===== src/rtl/burst_win_pkg.sv =====
package burst_win_pkg;
  localparam int FIELD_W   = 5;
  localparam int CTRL_SLOT = 18;
  localparam int WIN_SLOT  = 19;

  typedef struct packed {
    logic [FIELD_W-1:0] cnt;
    logic [FIELD_W-1:0] start;
  } burst_cfg_t;

  function automatic logic [15:0] cfg_word(burst_cfg_t c);
    return {3'b000, c.cnt, 3'b000, c.start};
  endfunction
endpackage


===== src/rtl/burst_win_ctrl.sv =====
module burst_win_ctrl
  import burst_win_pkg::*;
#(
  parameter int DATA_W = 16
) (
  input  logic               clk_i,
  input  logic               rst_ni,
  input  logic               cfg_we_i,
  input  logic [DATA_W-1:0]  wdata_i,
  input  logic               win_acc_i,
  output burst_cfg_t         cfg_o,
  output logic [FIELD_W-1:0] idx_o
);
  burst_cfg_t         cfg_q;
  logic [FIELD_W-1:0] idx_q;

  always_ff @(posedge clk_i or negedge rst_ni) begin
    if (!rst_ni) begin
      cfg_q <= '0;
      idx_q <= '0;
    end else if (cfg_we_i) begin
      cfg_q.cnt   <= wdata_i[8 +: FIELD_W];
      cfg_q.start <= wdata_i[0 +: FIELD_W];
      idx_q       <= '0;
    end else if (win_acc_i) begin
      // last transfer of the burst wraps to the first
      idx_q <= (idx_q == cfg_q.cnt) ? '0 : idx_q + 1'b1;
    end
  end

  assign cfg_o = cfg_q;
  assign idx_o = idx_q;

  AST_IDX_IN_BURST: assert property (@(posedge clk_i) disable iff (!rst_ni)
    idx_q <= cfg_q.cnt);
  AST_CFG_WR_CLEARS: assert property (@(posedge clk_i) disable iff (!rst_ni)
    cfg_we_i |=> idx_q == '0);
  AST_IDX_STEP: assert property (@(posedge clk_i) disable iff (!rst_ni)
    (win_acc_i && !cfg_we_i && idx_q != cfg_q.cnt) |=> idx_q == $past(idx_q) + 1'b1);
  AST_IDX_WRAP: assert property (@(posedge clk_i) disable iff (!rst_ni)
    (win_acc_i && !cfg_we_i && idx_q == cfg_q.cnt) |=> idx_q == '0);
  AST_IDX_HOLD: assert property (@(posedge clk_i) disable iff (!rst_ni)
    (!win_acc_i && !cfg_we_i) |=> $stable(idx_q));
endmodule


===== src/rtl/burst_win_bank.sv =====
module burst_win_bank #(
  parameter int DATA_W    = 16,
  parameter int NUM_SLOTS = 32,
  parameter int SLOT_W    = 6,
  parameter int HOLE_LO   = 18,
  parameter int HOLE_HI   = 19
) (
  input  logic              clk_i,
  input  logic              rst_ni,
  input  logic              we_i,
  input  logic [SLOT_W-1:0] slot_i,
  input  logic [DATA_W-1:0] wdata_i,
  output logic [DATA_W-1:0] rdata_o
);
  localparam int IDX_W = $clog2(NUM_SLOTS);

  logic [DATA_W-1:0] regs [NUM_SLOTS];
  logic              in_range;

  assign in_range = slot_i < SLOT_W'(NUM_SLOTS);

  for (genvar g = 0; g < NUM_SLOTS; g++) begin : g_slot
    if (g >= HOLE_LO && g <= HOLE_HI) begin : g_hole
      assign regs[g] = '0;
    end else begin : g_store
      logic [DATA_W-1:0] q;
      always_ff @(posedge clk_i or negedge rst_ni) begin
        if (!rst_ni)                               q <= '0;
        else if (we_i && slot_i == SLOT_W'(g))     q <= wdata_i;
      end
      assign regs[g] = q;
    end
  end

  assign rdata_o = in_range ? regs[slot_i[IDX_W-1:0]] : '0;

  AST_OOR_READS_ZERO: assert property (@(posedge clk_i) disable iff (!rst_ni)
    !in_range |-> rdata_o == '0);
endmodule


===== src/rtl/burst_win_top.sv =====
module burst_win_top
  import burst_win_pkg::*;
#(
  parameter int ADDR_W    = 8,
  parameter int DATA_W    = 16,
  parameter int NUM_SLOTS = 32
) (
  input  logic              clk_i,
  input  logic              rst_ni,
  input  logic [ADDR_W-1:0] addr_i,
  input  logic              wr_en_i,
  input  logic              rd_en_i,
  input  logic [DATA_W-1:0] wdata_i,
  output logic [DATA_W-1:0] rdata_o
);
  localparam int SLOT_W = ADDR_W - 2;

  logic [SLOT_W-1:0]  slot, target, acc_slot;
  logic               is_cfg, is_win, win_acc;
  burst_cfg_t         cfg;
  logic [FIELD_W-1:0] idx;
  logic [DATA_W-1:0]  bank_rd, rd_mux, rdata_q;

  assign slot     = addr_i[ADDR_W-1:2];
  assign is_cfg   = slot == SLOT_W'(CTRL_SLOT);
  assign is_win   = slot == SLOT_W'(WIN_SLOT);
  assign win_acc  = is_win && (wr_en_i || rd_en_i);
  assign target   = SLOT_W'(cfg.start) + SLOT_W'(idx);
  assign acc_slot = is_win ? target : slot;

  burst_win_ctrl #(.DATA_W(DATA_W)) ctrl_i (
    .clk_i     (clk_i),
    .rst_ni    (rst_ni),
    .cfg_we_i  (wr_en_i && is_cfg),
    .wdata_i   (wdata_i),
    .win_acc_i (win_acc),
    .cfg_o     (cfg),
    .idx_o     (idx)
  );

  burst_win_bank #(
    .DATA_W    (DATA_W),
    .NUM_SLOTS (NUM_SLOTS),
    .SLOT_W    (SLOT_W),
    .HOLE_LO   (CTRL_SLOT),
    .HOLE_HI   (WIN_SLOT)
  ) bank_i (
    .clk_i   (clk_i),
    .rst_ni  (rst_ni),
    .we_i    (wr_en_i && !is_cfg),
    .slot_i  (acc_slot),
    .wdata_i (wdata_i),
    .rdata_o (bank_rd)
  );

  assign rd_mux = is_cfg ? DATA_W'(cfg_word(cfg)) : bank_rd;

  always_ff @(posedge clk_i or negedge rst_ni) begin
    if (!rst_ni)      rdata_q <= '0;
    else if (rd_en_i) rdata_q <= rd_mux;
  end

  assign rdata_o = rdata_q;

  AST_CFG_RSV_ZERO: assert property (@(posedge clk_i) disable iff (!rst_ni)
    (rd_en_i && is_cfg) |=> (rdata_o & 16'hE0E0) == '0);
  AST_RDATA_HOLD: assert property (@(posedge clk_i) disable iff (!rst_ni)
    !rd_en_i |=> $stable(rdata_o));
endmodule


===== config.mk =====
export PLATFORM = sky130hd
export DESIGN_NAME = burst_win_top
export DESIGN_NICKNAME = d
export VERILOG_FILES = /design/src/rtl/burst_win_pkg.sv /design/src/rtl/burst_win_ctrl.sv /design/src/rtl/burst_win_bank.sv /design/src/rtl/burst_win_top.sv
export SDC_FILE = /design/constraint.sdc
export NUM_CORES = 1
export LEC_CHECK = 0
export BUFFER_PORTS_ARGS = -buffer_cell sky130_fd_sc_hd__buf_4
export CELL_PAD_IN_SITES_DETAIL_PLACEMENT = 0
export CELL_PAD_IN_SITES_GLOBAL_PLACEMENT = 1
export CORE_ASPECT_RATIO = 0.6
export CORE_MARGIN = 4
export CORE_UTILIZATION = 47
export DETAILED_ROUTE_END_ITERATION = 16
export GPL_TIMING_DRIVEN = 0
export PLACE_DENSITY_LB_ADDON = 0.25
export SLEW_MARGIN = 5
export SYNTH_ARGS = -nofsm -noshare
export SYNTH_HDL_FRONTEND = slang
export SYNTH_SLANG_ARGS = --single-unit

===== constraint.sdc =====
create_clock -name clk_i -period 3.4 [get_ports clk_i]
set_input_delay 0.51 -clock clk_i [delete_from_list [all_inputs] [get_ports clk_i]]
set_output_delay 0.51 -clock clk_i [all_outputs]
set_load 0.01 [all_outputs]

# [Word level (Yosys, flattened, before mapping)]
# Cells that the tools add are included.
[totals] reg_bits=511 in_bits=28 output_inout_bits=16
[op_classes] addsub=2 order_cmp=2 eq_ne=32 mux=9 bitwise=1 n_reduce_logical=37
[op_table] cell="6-bit by 5-bit equality test with 1-bit output (second input constant)" n=16
[op_table] cell="16-bit binary-select mux with 5-bit select" n=1
[op_table] cell="16-bit 2-to-1 mux" n=4
[op_table] cell="6-bit by 4-bit equality test with 1-bit output (second input constant)" n=8
[op_table] cell="1-bit logical AND" n=33
[op_table] cell="6-bit by 3-bit equality test with 1-bit output (second input constant)" n=4
[op_table] cell="5-bit 2-to-1 mux" n=3
[op_table] cell="6-bit by 2-bit equality test with 1-bit output (second input constant)" n=2
[op_table] cell="5-bit by 5-bit adder with 6-bit output" n=1
[op_table] cell="6-bit by 1-bit equality test with 1-bit output (second input constant)" n=1
[op_table] cell="6-bit greater-or-equal comparator (second input constant)" n=1
[op_table] cell="6-bit zero test" n=1
[op_table] cell="6-bit less-than comparator (second input constant)" n=1
[op_table] cell="6-bit 2-to-1 mux" n=1
[op_table] cell="5-bit NOT with 6-bit output" n=1
[op_table] cell="5-bit by 1-bit adder with 5-bit output (second input constant)" n=1
[op_table] cell="5-bit equality test" n=1
[op_table] cell="2-bit nonzero test" n=1
[op_table] cell="1-bit zero test" n=1
[op_table] cell="1-bit logical OR" n=1

# [Depth between registers and ports, before layout]
# Gate-level depths: netlist of run 1.
[depth] depth_word=8 mapped_depth=13 mapped_depth_nobuf=9

# [Hierarchy]
# A second synthesis of run 1 with hierarchy kept.
[hier_totals] cells_unflattened=1807 hier_area_um2=24030.5
[modules_own_cells] module="burst_win_bank" n_inst=1 cells_each=1623 area_per_inst_um2=22231.3 seq_area_each_um2=12011.5
[modules_own_cells] module="burst_win_top" n_inst=1 cells_each=125 area_per_inst_um2=1044.8 seq_area_each_um2=400.4
[modules_own_cells] module="burst_win_ctrl" n_inst=1 cells_each=59 area_per_inst_um2=754.5 seq_area_each_um2=375.4

# [Worst setup path after synthesis of run 1]
# Ideal clock, no wire load.
[synth_timing] path_type="register to register" from="register ctrl_i.idx_q[0] (netlist: ctrl_i.idx_o[0])" to="register rdata_q[5] (netlist: rdata_o[5])" setup_ns=0.082 t_arrival_ns=3.214 setup_slack_ns=0.104 stages_incl_launch_ff=14 path_buffers=4 period_less_slack_ns=3.296 path_cell_list="dfrtp_1 > ha_1 > fa_1 > nand2b_1 > buf_2 > o21a_1 > clkbuf_1 > buf_1 > clkbuf_1 > nand2_1 > nand3_1 > a21oi_1 > or4_1 > a31oi_1"
[synth_between] elab_chain_cells=8 word_cells_on_any_way=9 classes_between="add/sub: 1; order compare: 1; mux: 6; bitwise: 1"
[synth_lines] element="start, declared" line="burst_win_ctrl.sv:15" text="logic [FIELD_W-1:0] idx_q;"
[synth_lines] element="start signal, assigned" line="burst_win_ctrl.sv:27" text="idx_q <= (idx_q == cfg_q.cnt) ? '0 : idx_q + 1'b1;"
[synth_lines] element="5-bit by 5-bit adder with 6-bit output *" line="burst_win_top.sv:28" text="assign target = SLOT_W'(cfg.start) + SLOT_W'(idx);"
[synth_lines] element="6-bit 2-to-1 mux *" line="burst_win_top.sv:29" text="assign acc_slot = is_win ? target : slot;"
[synth_lines] element="5-bit NOT with 6-bit output (not written as such)" line="burst_win_bank.sv:35" text="assign rdata_o = in_range ? regs[slot_i[IDX_W-1:0]] : '0;"
[synth_lines] element="16-bit binary-select mux with 5-bit select" line="burst_win_bank.sv:35"
[synth_lines] element="16-bit 2-to-1 mux (not written as such) (2 in series)" line="burst_win_bank.sv:35"
[synth_lines] element="16-bit 2-to-1 mux *" line="burst_win_bank.sv:35"
[synth_lines] element="16-bit 2-to-1 mux *" line="burst_win_top.sv:56" text="assign rd_mux = is_cfg ? DATA_W'(cfg_word(cfg)) : bank_rd;"
[synth_lines] element="end signal, assigned" line="burst_win_top.sv:60" text="else if (rd_en_i) rdata_q <= rd_mux;"
[synth_lines] element="end, declared" line="burst_win_top.sv:22" text="logic [DATA_W-1:0] bank_rd, rd_mux, rdata_q;"
# Every way passes the cells marked *; elsewhere a longest branch is shown, timed or not. The select of a mux whose other input is x is not followed.
# A chain may end at the register's enable or synchronous reset.

# [Final worst setup path of run 1]
[layout_timing] from="register ctrl_i.cfg_q (netlist bit ctrl_i.cfg_o[0])" to="register rdata_q[13] (netlist: rdata_o[13])"
[layout_between] elab_chain_cells=8 word_cells_on_any_way=9 classes_between="add/sub: 1; order compare: 1; mux: 6; bitwise: 1"
[layout_lines] element="start, declared" line="burst_win_ctrl.sv:14" text="burst_cfg_t cfg_q;"
[layout_lines] element="5-bit by 5-bit adder with 6-bit output *" line="burst_win_top.sv:28"
[layout_lines] element="6-bit 2-to-1 mux *" line="burst_win_top.sv:29"
[layout_lines] element="5-bit NOT with 6-bit output (not written as such)" line="burst_win_bank.sv:35"
[layout_lines] element="16-bit binary-select mux with 5-bit select" line="burst_win_bank.sv:35"
[layout_lines] element="16-bit 2-to-1 mux (not written as such) (2 in series)" line="burst_win_bank.sv:35"
[layout_lines] element="16-bit 2-to-1 mux *" line="burst_win_bank.sv:35"
[layout_lines] element="16-bit 2-to-1 mux *" line="burst_win_top.sv:56"
# Marked as above.

==> results.cfg, run 1 <==
[outcome]
status = complete, but fails checks
violations = setup timing

[route]
drtIter0Drc = 2227
vias = 18400
via_per_inst = 6.24
ant_nets = 0
wirelength_um = 89400
wl_per_cell_um = 30.4
drtPass1Iterations = 5
drcViolationCount = 0

[final_layout]
final_nets = 2244
fillCellCount = 4291
fin_area_mm2 = 0.0288
fin_cells = 2943
drive_gt1_share_pct = 38.1
area_delta_synth_final_pct = 17.4

[power]
irDropWorstVdd_mv = 0.339
p_per_area_mw_per_mm2 = 552
p_leak_uw = 0.0135
finalPower_uw = 15900

[clock_tree]
cts-root-buf = clkbuf_16
clk_pin_slew_worst_paths_ns = 0.06
cts_tree = yes
numCtsBuffers = 49
clkLatencyLatePin_ns = 0.62
cts_buffer_depth = 3
ctsHtreeMaxLevel = 2
cts.sinks = 511

[logic_synthesis]
synth_common_cells = dfrtp_1 (511), mux2_2 (446), nand2_1 (215)
netlist.area_leader.share_pct = 52.1
ys_ff_latch = 511
ys_warn_count = 0
synth_area_leaders = dfrtp_1 (52%), mux2_2 (20%), nand2_1 (3.3%)
syn_area_mm2 = 0.0245
ys_seq_area_share_pct = 52.1
syn-num-nets = 2099
yosys.area.top_type = dfrtp_1
synthCells = 2064
yosysMostFrequentCell = dfrtp_1
synth_edf_count = 0
ys.flop_type = dfrtp_1
syn_avg_cell_area_um2 = 11.9
synth.distinct_cells = 64
async_flop_share_pct = 100

[worst_setup_path]
slowest_delay_ns = 0.69
crit_type = reg -> reg
r2r_end = rdata_o[13]
worstPathArrival_ns = 3.91
worstPathRequired_ns = 3.83
path_depth = 10
ff2ff_path_depth = 10
path_delay_family = compound AO/OA/AOI/OAI gates
slowest_stage = o211ai_1
crit_path_cell_trace = ha_1 > fa_1 > xnor2_1 > or3_1 > and2_1 > buf_4 > clkbuf_8 > clkbuf_4 > o211ai_1 > a31oi_1
cp-end-kind = flip-flop
cp_num_buf_inv = 3
crit_path_max_fanout = 10
worst-r2r-setup-slack_ns = -0.08
reg2reg_from = ctrl_i.cfg_o[0]
worstSetupStartpointType = flip-flop

[timing]
holdWs_ns = 0.219
worst_pin_slew_ns = 1.06
clock.fmax_mhz = 288
drv_slew = 0
layout_setup_ws_ns = -0.0767
setup_viol = 42
skew_ns = 0.0292
relSlewSlack_pct = 29.4
rsz0062_at_grt = true
fin_crit_sh_pct = 102
hold_viol = 0
fin_crit_ns = 3.48

[die]
core.rowCount = 64
fp.dieH_um = 185
start_util_pct = 47.9
die_x_um = 303
core_mm2 = 0.0512
ioPinCount = 44
fp.dieArea_mm2 = 0.0560

[job]
drv_cap = 0

[placed_design]
io_buffers = 32
dpl.hpwl_um = 63000
dpl_cell_area_mm2 = 0.0258
dp_cells = 2794
pre_cts_ws_ns = -1.83
place_congestion = 1.02

[grt]
antenna_found_initial = 6
grt_pass1_wl_um = 127000
grt_remaining_overflow = 0
grt_usage_pct = 31.9
grt_max_degree = 113
first_global_vias = 17400

[hold_path]
hold_path_end = bank_i.g_slot[23].g_store.q[9]
hold_path_depth = 2
hp-class = in -> reg
min_from = wdata_i[9]
cells in the final DEF, fill, tap and decap left out, types with 6 or more instances in the layout:
master	count
o21ai_0	66
o31a_1	8
clkbuf_16	51
o211ai_1	15
a31oi_1	32
a22oi_1	9
buf_2	18
nor2_4	9
buf_6	29
buf_8	8
nand3_1	56
o22ai_1	11
buf_4	110
nor3_1	8
or3_1	19
clkbuf_2	9
mux2_4	40
clkinv_2	8
a22o_1	10
a22oi_2	8
mux2i_1	51
a21oi_1	105
ha_1	6
or4_4	6
mux2_1	31
clkbuf_4	17
mux2_2	446
and3_1	17
dfrtp_1	510
clkbuf_1	74
nand2_1	214
nor2_1	100
a21oi_2	7
clkbuf_8	23
nor3_4	12
how the worst max path moves through the flow:
stage	startpoint	to
global route	ctrl_i.idx_o[2]	bank_i.g_slot[26].g_store.q[13]
global placement	rst_ni	bank_i.g_slot[5].g_store.q[11]
detailed placement	ctrl_i.idx_o[0]	rdata_o[6]
finish	ctrl_i.cfg_o[0]	rdata_o[13]
CTS	ctrl_i.cfg_o[0]	bank_i.g_slot[4].g_store.q[8]
floorplan	ctrl_i.idx_o[0]	rdata_o[5]
layer usage:
metal,global-route usage [%],wire (um),vias to the layer above
li1,-,-,7634
met1,49.8,41000,9591
met2,41.0,34300,990
met3,12.5,11900,138
met4,6.90,2070,8
met5,0,194,-
layout make-up:
type | instances | area, um2 | area share [%]
diodes | 1 | 2.50 | 0.00869
plain buffers | 177 | 1280 | 4.45
clock buffers | 75 | 1470 | 5.12
clock inverters | 16 | 228 | 0.791
inverters | 3 | 11.3 | 0.0391
multi-input cells | 1368 | 11200 | 39.0
flip-flops and latches | 511 | 12800 | 44.4
well taps | 693 | 867 | 3.01
repair buffers | 99 | 903 | 3.14
through the flow:
stage / setup TNS [ns] / util [%]
after floorplan: 0 / -
after global placement: -2040.68 / 50.0
after detailed placement: -280.46 / 50.3
after CTS: 0 / 55.3
after global routing: -4.53 / 56.2
final: -0.606 / 56.2
flip-flops by register name, summed over array words and instances (netlist names):
signal	cells
ctrl_i.cfg_o	10
rdata_o	16
ctrl_i.idx_o	5
bank_i.g_slot.g_store.q	480
cells by family after synthesis:
group / count (synthesis) / share of synthesized area, %
mux: 577 / 27.0
flops: 511 / 52.1
simple gates: 473 / 9.21
compound gates: 304 / 7.40
buf+inv: 186 / 3.62
fa+ha+maj: 7 / 0.388
xor+xnor: 6 / 0.214
power breakdown:
group / internal [uW] / switching, uW / total [uW] / leakage (uW)
sequential: 6910 / 475 / 7390 / 0.00678
combinational: 1180 / 1430 / 2620 / 0.00589
clock: 3380 / 2530 / 5900 / 0.000845
repair_timing:
item | 4_1_cts | 5_1_grt
setup buffers | 28 | 31
pin swaps | 26 | 13
endpoints found under the setup margin | 496 | 262
hold buffers | 1 | 0
endpoints found under the hold margin | 60 | 0
gates cloned | 2 | 1
gates resized for setup | 217 | 69
(Power assumes the default switching activity.)
==> run 2: changes to the inputs <==
--- a/config.mk
+++ b/config.mk
@@ -8,7 +8,6 @@
 export BUFFER_PORTS_ARGS = -buffer_cell sky130_fd_sc_hd__buf_4
 export CELL_PAD_IN_SITES_DETAIL_PLACEMENT = 0
 export CELL_PAD_IN_SITES_GLOBAL_PLACEMENT = 1
-export CORE_ASPECT_RATIO = 0.6
 export CORE_MARGIN = 4
 export CORE_UTILIZATION = 47
 export DETAILED_ROUTE_END_ITERATION = 16
==> results.cfg, run 2 (synthesized netlist as in run 1, its figures left out) <==
[route]
wirelength_um = 82900
ant_nets = 0
vias = 17800
drtPass1Iterations = 6
via_per_inst = 6.08
drcViolationCount = 0
drtIter0Drc = 2024
wl_per_cell_um = 28.3

[power]
irDropWorstVdd_mv = 0.347
p_comb_share_pct = 15.2
p_leak_uw = 0.0135
p_per_area_mw_per_mm2 = 558
pwr-share-seq_pct = 46.1
intPower_uw = 11700
swShare_pct = 26.8
power_frac_clock_pct = 38.7
switching_power_uw = 4290

[final_layout]
area_delta_synth_final_pct = 16.9
final_nets = 2243
drive_gt1_share_pct = 37.1
final_common_cell = dfrtp_1
layout_common_cells = dfrtp_1 (510), mux2_2 (446), nand2_1 (211), a21oi_1 (112), buf_4 (101)
regMostFlops = bank_i.g_slot.g_store.q
largest_reg_flops = 480

[timing]
setup_viol = 1
fin_crit_sh_pct = 100
skew_ns = 0.0147
layout_setup_ws_ns = -0.0155
rsz0062_at_grt = true
fin_crit_ns = 3.42
worst_pin_slew_ns = 1.07
clock.fmax_mhz = 293
fin_setup_tns_ns = -0.0155
drv_slew = 0
holdWs_ns = 0.167
relSlewSlack_pct = 28.5
hold_viol = 0

[worst_setup_path]
worst-r2r-setup-slack_ns = -0.02
crit_path_max_fanout = 10
cp-startpoint = ctrl_i.idx_o[0]
cp-end-kind = flip-flop
worstSetupStartpointType = flip-flop
worstPathRequired_ns = 3.82
crit_type = reg -> reg
reg2reg_from = ctrl_i.idx_o[0]
worstPathArrival_ns = 3.83

[clock_tree]
cts-root-buf = clkbuf_16
cts.sinks = 511
numCtsBuffers = 55
clkLatencyLatePin_ns = 0.62
cts_tree = yes
clk_pin_slew_worst_paths_ns = 0.06
ctsHtreeMaxLevel = 2
cts_buffer_depth = 3

[die]
core_mm2 = 0.0515
core.rowCount = 83
fp.dieH_um = 236
ioPinCount = 44
start_util_pct = 47.6
die_x_um = 236
fp.dieArea_mm2 = 0.0559

[grt]
grt_remaining_overflow = 0
grt_pass1_wl_um = 122000
first_global_vias = 17800
grt_usage_pct = 29.2
antenna_found_initial = 1
grt_max_degree = 109

[placed_design]
dpl.hpwl_um = 57900
place_congestion = 0.957
io_buffers = 32

[outcome]
status = complete, but fails checks
violations = setup timing

[job]
drv_cap = 0

[hold_path]
hp-class = in -> reg
min_from = wdata_i[1]
run 2: changes by cell type in the layout (fill, tap and decap cells not counted), moves of 5 or more:
cell,change
or4_4,-6
clkbuf_16,+5
a31oi_2,+5
a31oi_1,-5
buf_4,-9
a21oi_2,-6
a22oi_1,+8
a22oi_2,-8
clkbuf_1,+5
a21oi_1,+7
or4_1,+6
run 2: power groups by stage:
stage	clock network, uW	logic (uW)	registers (uW)
after CTS	6260	2370	7370
after detailed placement	0	2280	7470
final	6200	2430	7380
after floorplan	0	1520	7330
after global routing	6500	2610	7460
after global placement	0	2200	7430
run 2: final cells by class:
| class | instances | area [um2] |
|---|---|---|
| sequential | 511 | 12800 |
| clock inverter | 14 | 199 |
| multi-input combinational | 1368 | 11100 |
| timing repair buffer | 91 | 822 |
| inverter | 3 | 11.3 |
| clock buffer | 86 | 1630 |
| tap | 680 | 851 |
| antenna | 1 | 2.50 |
| buffer | 178 | 1250 |
| fill | 4373 | 22800 |
run 2: critical path, stage by stage (launching register included):
cell      delay [ns]
dfrtp_2         0.45
ha_1            0.29
nand2b_1        0.16
o21a_1          0.19
buf_4           0.32
clkbuf_4        0.32
clkbuf_8        0.29
clkbuf_4        0.31
a31oi_1         0.13
o211ai_1        0.50
a31oi_1         0.20
run 2: metrics by stage:
stage                     power, uW  instance area [um2]  instances  utilization [%]  worst slack (ns)
after floorplan                8850                24500       2064                -             0.104
after global placement         9620                25600       2776             49.7             -3.54
after detailed placement       9750                25800       2781             50.0             -1.78
after CTS                     16000                28300       2902             54.9           -0.0665
after global routing          16600                28700       2931             55.7           -0.0439
final                         16000                28700       2932             55.7           -0.0155
run 2: routing by layer:
layer  wire, um  vias to the layer above  global-route usage [%]
met4       4090                        0                    12.5
met3       6060                      211                    4.62
met2      37600                      747                    45.8
met5          0                        -                       0
met1      35200                     9255                    40.8
li1           -                     7614                       -
run 2: final timing paths:
check                                                  to  cells past startpoint
max in group asynchronous  bank_i.g_slot[15].g_store.q[1]                      6
hold reg to reg            bank_i.g_slot[3].g_store.q[13]                      1
setup reg to reg                               rdata_o[9]                     10
hold / removal             bank_i.g_slot[23].g_store.q[1]                      2
setup / recovery                               rdata_o[9]                     10
min in group asynchronous  bank_i.g_slot[6].g_store.q[14]                      2
run 2: what timing repair did:
action                                  CTS  global route
resized for setup                       183            78
pin swaps                                20            21
cloned                                    2             0
hold endpoints to repair                 51             0
setup buffers                            22            30
hold buffers                              1             0
endpoints found under the setup margin  484           233
